<file path="config.mk">
export PLATFORM = sky130hd
export DESIGN_NAME = clkpath_cfg
export DESIGN_NICKNAME = d
export VERILOG_FILES = /design/src/rtl/clkpath_pkg.sv /design/src/rtl/clkpath_refsel.sv /design/src/rtl/clkpath_div.sv /design/src/rtl/clkpath_cfg.sv
export SDC_FILE = /design/constraint.sdc
export NUM_CORES = 1
export LEC_CHECK = 0
export CELL_PAD_IN_SITES_DETAIL_PLACEMENT = 1
export CELL_PAD_IN_SITES_GLOBAL_PLACEMENT = 2
export CORE_MARGIN = 2
export CORE_UTILIZATION = 31
export CTS_BUF_LIST = sky130_fd_sc_hd__clkbuf_4 sky130_fd_sc_hd__clkbuf_8 sky130_fd_sc_hd__clkbuf_16
export DETAILED_ROUTE_END_ITERATION = 8
export PLACE_DENSITY = 0.77
export SYNTH_ARGS = -nofsm -noshare
export SYNTH_HDL_FRONTEND = slang
export SYNTH_SLANG_ARGS = --single-unit
</file>
<file path="constraint.sdc">
create_clock -name clk -period 2.7 [get_ports clk]
set_input_delay 0.405 -clock clk [delete_from_list [all_inputs] [get_ports clk]]
set_output_delay 0.405 -clock clk [all_outputs]
set_load 0.005 [all_outputs]
</file>
<file path="src/rtl/clkpath_pkg.sv">
// Shared types and code decoding for the clock-path configuration block.
// Assumes the fixed code values of the reference and output selectors.
package clkpath_pkg;

    typedef enum logic [1:0] {
        PATH_NORMAL   = 2'b00,
        PATH_SKIP_JA  = 2'b01,
        PATH_SKIP_ALL = 2'b10
    } path_mode_e;

    localparam int REF_CODE_W = 3;
    localparam int OUT_CODE_W = 2;

    // Route selected by a reference divider code.
    function automatic path_mode_e path_of(input logic [REF_CODE_W-1:0] code);
        case (code)
            3'b110:  return PATH_SKIP_JA;
            3'b111:  return PATH_SKIP_ALL;
            default: return PATH_NORMAL;
        endcase
    endfunction

    // Log2 of the output ratio; 0 stands for the disabled code.
    function automatic int out_log2(input logic [OUT_CODE_W-1:0] code);
        case (code)
            2'b01:   return 5;
            2'b10:   return 3;
            2'b11:   return 2;
            default: return 0;
        endcase
    endfunction

endpackage

</file>
<file path="src/rtl/clkpath_refsel.sv">
// Reference selector and edge detector.
// Picks one of two reference levels, registers it, and flags each
// transition (rising or falling) as a one-cycle pulse.
// Assumes each reference is slower than half the block clock.
module clkpath_refsel (
    input  logic clk,
    input  logic rst_n,
    input  logic ref_in0,
    input  logic ref_in1,
    input  logic src_sel,
    output logic ref_edge
);

    logic sel_q;
    logic sel_qq;

    // Sample the selected reference and keep one cycle of history.
    always_ff @(posedge clk) begin
        if (!rst_n) begin
            sel_q  <= 1'b0;
            sel_qq <= 1'b0;
        end else begin
            sel_q  <= src_sel ? ref_in1 : ref_in0;
            sel_qq <= sel_q;
        end
    end

    assign ref_edge = sel_q ^ sel_qq;

endmodule

</file>
<file path="src/rtl/clkpath_div.sv">
// Power-of-two edge-counting divider.
// Toggles its output every 2^k reference edges, which gives a ratio of 2^k
// reference periods with a 50% duty cycle. A change of the configuration
// word, or a low enable, clears the count and the output synchronously.
// Assumes k is at least 1 and at most CNT_W.
module clkpath_div #(
    parameter int CNT_W = 10,
    parameter int CFG_W = 3,
    localparam int K_W  = $clog2(CNT_W + 1)
) (
    input  logic             clk,
    input  logic             rst_n,
    input  logic             ref_edge,
    input  logic [CFG_W-1:0] cfg,
    input  logic             en,
    input  logic [K_W-1:0]   k,
    output logic             div_out
);

    logic [CNT_W-1:0] cnt;
    logic [CNT_W-1:0] lim;
    logic [CFG_W-1:0] cfg_q;
    logic             q;

    // Terminal count: 2^k - 1 edges.
    always_comb lim = CNT_W'((32'd1 << k) - 32'd1);

    // Count edges, toggle at the terminal count, restart on a code change.
    always_ff @(posedge clk) begin
        if (!rst_n) begin
            cnt   <= '0;
            q     <= 1'b0;
            cfg_q <= cfg;
        end else begin
            cfg_q <= cfg;
            if ((cfg != cfg_q) || !en) begin
                cnt <= '0;
                q   <= 1'b0;
            end else if (ref_edge) begin
                if (cnt == lim) begin
                    cnt <= '0;
                    q   <= ~q;
                end else begin
                    cnt <= cnt + 1'b1;
                end
            end
        end
    end

    assign div_out = q;

endmodule

</file>
<file path="src/rtl/clkpath_cfg.sv">
// Clock-path configuration top.
// Selects a reference, divides it to the phase-comparison rate (or drops
// that path in the bypass modes), reports the route, and feeds two
// independently coded output dividers with disable states.
// Assumes references slower than clk/2; the PLL stages are pass-through.
module clkpath_cfg
    import clkpath_pkg::*;
#(
    parameter int PD_FB_LOG2   = 5,
    parameter int REF_MAX_LOG2 = 5,
    parameter int OUT_MAX_LOG2 = 5
) (
    input  logic       clk,
    input  logic       rst_n,
    input  logic       ref_in0,
    input  logic       ref_in1,
    input  logic       src_sel,
    input  logic [2:0] ref_div_code,
    input  logic [1:0] outa_code,
    input  logic [1:0] outb_code,
    output logic       pd_clk,
    output logic [1:0] path_mode,
    output logic       outa_clk,
    output logic       outa_oe,
    output logic       outb_clk,
    output logic       outb_oe
);

    localparam int PD_CNT_W  = PD_FB_LOG2 + REF_MAX_LOG2;
    localparam int PD_K_W    = $clog2(PD_CNT_W + 1);
    localparam int OUT_CNT_W = OUT_MAX_LOG2;
    localparam int OUT_K_W   = $clog2(OUT_CNT_W + 1);
    localparam int N_OUT     = 2;

    logic                  ref_edge;
    logic [PD_K_W-1:0]     pd_k;
    logic                  pd_en;
    logic [OUT_CODE_W-1:0] out_code [N_OUT];
    logic [N_OUT-1:0]      out_oe;
    logic [N_OUT-1:0]      out_q;

    clkpath_refsel u_refsel (
        .clk      (clk),
        .rst_n    (rst_n),
        .ref_in0  (ref_in0),
        .ref_in1  (ref_in1),
        .src_sel  (src_sel),
        .ref_edge (ref_edge)
    );

    // Phase-comparison ratio: fixed feedback exponent plus pre-divide code.
    always_comb begin
        pd_en = (path_of(ref_div_code) == PATH_NORMAL);
        pd_k  = PD_K_W'(PD_FB_LOG2 + int'(ref_div_code));
    end

    clkpath_div #(
        .CNT_W (PD_CNT_W),
        .CFG_W (REF_CODE_W)
    ) u_pd_div (
        .clk      (clk),
        .rst_n    (rst_n),
        .ref_edge (ref_edge),
        .cfg      (ref_div_code),
        .en       (pd_en),
        .k        (pd_k),
        .div_out  (pd_clk)
    );

    assign path_mode   = path_of(ref_div_code);
    assign out_code[0] = outa_code;
    assign out_code[1] = outb_code;

    for (genvar i = 0; i < N_OUT; i++) begin : g_out
        logic [OUT_K_W-1:0] k_i;

        // Enable and ratio decoded from this output's code alone.
        always_comb begin
            out_oe[i] = (out_code[i] != 2'b00);
            k_i       = OUT_K_W'(out_log2(out_code[i]));
        end

        clkpath_div #(
            .CNT_W (OUT_CNT_W),
            .CFG_W (OUT_CODE_W)
        ) u_out_div (
            .clk      (clk),
            .rst_n    (rst_n),
            .ref_edge (ref_edge),
            .cfg      (out_code[i]),
            .en       (out_oe[i]),
            .k        (k_i),
            .div_out  (out_q[i])
        );
    end

    assign outa_oe  = out_oe[0];
    assign outb_oe  = out_oe[1];
    assign outa_clk = out_oe[0] & out_q[0];
    assign outb_clk = out_oe[1] & out_q[1];

endmodule

</file>
==> results.sh <==
export IMPL_grt_pass1_vias=1365
export IMPL_dieArea_sq_mm=0.00596
export IMPL_cp_start_kind="input port"
export IMPL_synth_edf_count=0
export IMPL_grt_util_met2=0.223
export IMPL_yosysMostFrequentCell="dfxtp_1"
export IMPL_die_h_microns=77.2
export IMPL_ant_nets=0
export IMPL_grt_start_max_net_pins=17
export IMPL_antenna_found_initial=0
export IMPL_min_period_ns=2.64
export IMPL_r2r_end="u_pd_div.div_out$_SDFFE_PP0P_"
export IMPL_grt_util_all_layers=0.135
export IMPL_synthMuxAreaShare=0.0241
export IMPL_overflow=0
export IMPL_rows=26
export IMPL_core_sq_mm=0.00514
export IMPL_vdd_drop_max_mv=0.150
export IMPL_required_ns=2.87
export IMPL_ys_seq_area_frac=0.386
export IMPL_maxSlewViolCount=0
export IMPL_synth_top_family_by_area="simple AND/OR/NAND/NOR gates"
export IMPL_r2r_start="u_pd_div.cnt[8]$_SDFFE_PP0N_"
export IMPL_cp_max_fo=2
export IMPL_synthToLayoutAreaGrowth_pct=22.8
export IMPL_critPathSlowestCell="or4_4"
export IMPL_drive_gt1_frac=0.0714
export IMPL_dr_pass1_iters=4
export IMPL_cp_top_family="simple AND/OR/NAND/NOR gates"
export IMPL_min_path_type="flip-flop to flip-flop"
export IMPL_synth_top_area_frac=0.386
export IMPL_synth_cells=184
export IMPL_port_buffers=18
export IMPL_placed_area_sq_mm=0.00195
export IMPL_worstSkewPairLatency_ns=0.28
export IMPL_slew_headroom=0.707
export IMPL_synth_seq_cells=32
export IMPL_fp_dieW_microns=77.2
export IMPL_cts_hold_buf=0
export IMPL_yosysWarningCount=0
export IMPL_grt_pass1_wl_microns=6410
export IMPL_rsz0062_at_grt="no"
export IMPL_clock_sinks=32
export IMPL_syn_avg_cell_area_sq_um=9.02
export IMPL_cts_tree="yes"
export IMPL_synth_compound_area_frac=0.0535
export IMPL_synth_area_sq_mm=0.00166
export IMPL_timing_hold_worst_start="u_refsel.sel_q$_SDFF_PN0_"
export IMPL_fin_ws_ns=0.0584
export IMPL_ys_dominant_reg_cell="dfxtp_1"
export IMPL_cts_path_max_buffers=2
export IMPL_synth_area_leaders="dfxtp_1 (39%), xor2_1 (11%), ha_1 (8.3%), xnor2_1 (7.4%), nor2_1 (5.9%)"
export IMPL_final_nets=233
export IMPL_tightest_slew_ns=0.436
export IMPL_initial_utilization=0.323
export IMPL_hold_viol=0
export IMPL_synth_distinct_cells=34
export IMPL_yosys_area_share_adder=0.0829
export IMPL_synthSimpleGateAreaFrac=0.242
export IMPL_crit_arrival_ns=2.81
export IMPL_regToRegSetupSlack_ns=0.86
export IMPL_min_path_cells=1
export IMPL_fin_skew_ns=0.00762
export IMPL_routedWlPerCell_microns=12.9
export IMPL_endpoint_kind="flip-flop"
export IMPL_via_count=1340
export IMPL_yosysTopAreaCell="dfxtp_1"
export IMPL_critPathBufInv=1
export IMPL_synth_fp_nets=207
export IMPL_critical_path_class="input port to flip-flop"
export IMPL_diodes=0
export IMPL_finish_instance_area_sq_mm=0.00204
export IMPL_drt_iter0_drc=46
export IMPL_fin_crit_sh=0.978
export IMPL_critical_path_cell_chain="clkdlybuf4s50_1 -> and2_1 -> ha_1 -> and3b_1 -> or3_1 -> and3_1 -> or4_4 -> xnor2_1 -> and2_1"
export IMPL_htreeDepth=2
export IMPL_top_usage_layer="met2"
export IMPL_dpl_hpwl_microns=2780
export IMPL_clkTransAtPathRegs_ns=0.07
export IMPL_met1_usage=0.164
export IMPL_hold_end="u_refsel.sel_qq$_SDFF_PN0_"
export IMPL_ioPinCount=19
export IMPL_synthXorXnorAreaFrac=0.185
export IMPL_vias_per_cell=4.79
export IMPL_drc=0
export IMPL_max_stage_delay_ns=0.56
export IMPL_totalWireLength_microns=3610
export IMPL_root_buffer="clkbuf_8"
export IMPL_dp_slack_ns=-0.231
export IMPL_max_cap_viol_count=0
export IMPL_ys_top_cells_by_count="dfxtp_1 (32), nor2_1 (26), xor2_1 (21), xnor2_1 (14), nand2_1 (13)"
export IMPL_async_flop_share=0
export IMPL_use_met3=0.0447
export IMPL_reg2regPathDepth=5
export IMPL_cts_buffers=5
export IMPL_leakage_nw=0.810
export IMPL_setup_viol=0
export IMPL_status="finished, final reports clean"
export IMPL_cellPowerDensity_mw_per_mm2=471
export IMPL_path_common_cell="and2_1"
export IMPL_fmax_mhz=379
export IMPL_gp_congestion=0.785
cell usage in the layout, fill, tap and decap left out, types with 2 or more instances in the layout:
master            n
ha_1             11
nand2b_1          2
xor2_1           21
mux2i_1           4
nor2_1           26
and4_1            2
xnor2_1          14
or3_1             3
a21oi_1           4
nand2_1          13
nand3_1           5
inv_1             6
and2_1            5
clkbuf_8          5
buf_4             6
and3_1            3
dfxtp_1          32
nor2b_1           3
clkdlybuf4s50_1  18
nand4_1          10
layer usage:
| layer | routed length [microns] | vias up | part of all wire |
|---|---|---|---|
| li1 | - | 669 | - |
| met1 | 1700 | 648 | 0.47 |
| met2 | 1760 | 19 | 0.49 |
| met3 | 132 | 4 | 0.037 |
| met4 | 22 | 0 | 0.0061 |
| met5 | 0 | - | 0 |
cell type report:
type	count	area (sq um)
Tap cell	70	87.6
Sequential cell	32	641
Timing Repair Buffer	24	225
Inverter	6	22.5
Fill cell	639	3100
Multi-Input combinational cell	141	981
Clock buffer	6	76.3
Clock inverter	1	5.00
per-stage QoR:
step / utilization / TNS [ns] / hold WS [ns] / std cells / total power (W)
3_3_place_gp: 0.380 / -1.78 / 0.464 / 273 / 0.000612
3_5_place_dp: 0.380 / -2.42 / 0.478 / 273 / 0.000617
5_1_grt: 0.397 / 0 / 0.516 / 280 / 0.00101
4_1_cts: 0.395 / 0 / 0.497 / 280 / 0.000973
2_1_floorplan: - / 0 / 0.433 / 184 / 0.000566
6_report: 0.397 / 0 / 0.493 / 280 / 0.000960
what timing repair did:
item,in CTS,in global routing
setup buffers,0,0
resized for setup,0,2
endpoints found under the setup margin,0,10
where the power goes:
| group | switching [W] | internal, W | total [W] |
|---|---|---|---|
| clock | 0.000169 | 0.000185 | 0.000354 |
| sequential | 0.00000518 | 0.000481 | 0.000486 |
| combinational | 0.0000589 | 0.0000610 | 0.000120 |
| total | 0.000233 | 0.000727 | 0.000960 |
flip-flops by register name (all words and copies together), names as in the netlist:
signal	cells
u_refsel.sel_qq	1
g_out.u_out_div.cfg_q	4
g_out.u_out_div.div_out	2
u_pd_div.cfg_q	3
u_pd_div.div_out	1
u_pd_div.cnt	10
g_out.u_out_div.cnt	10
u_refsel.sel_q	1
logic make-up after synthesis:
group,after synthesis
simple gates,78
xor+xnor,35
flops,32
compound gates,13
buf+inv,11
fa+ha+maj,11
mux,4
how the worst max path moves through the flow:
stage	from	to	slack [ns]	cells after the start
after CTS	ref_div_code[1]	u_pd_div.cnt[8]$_SDFFE_PP0N_	0.06	10
after floorplan	ref_div_code[1]	u_pd_div.div_out$_SDFFE_PP0P_	0.005	9
after detailed placement	ref_div_code[1]	u_pd_div.cnt[8]$_SDFFE_PP0N_	-0.23	9
final	ref_div_code[1]	u_pd_div.div_out$_SDFFE_PP0P_	0.06	9
after global placement	ref_div_code[1]	u_pd_div.div_out$_SDFFE_PP0P_	-0.17	9
after global routing	ref_div_code[1]	u_pd_div.div_out$_SDFFE_PP0P_	0.003	9
No activity file was read; power rests on OpenSTA's default activity.
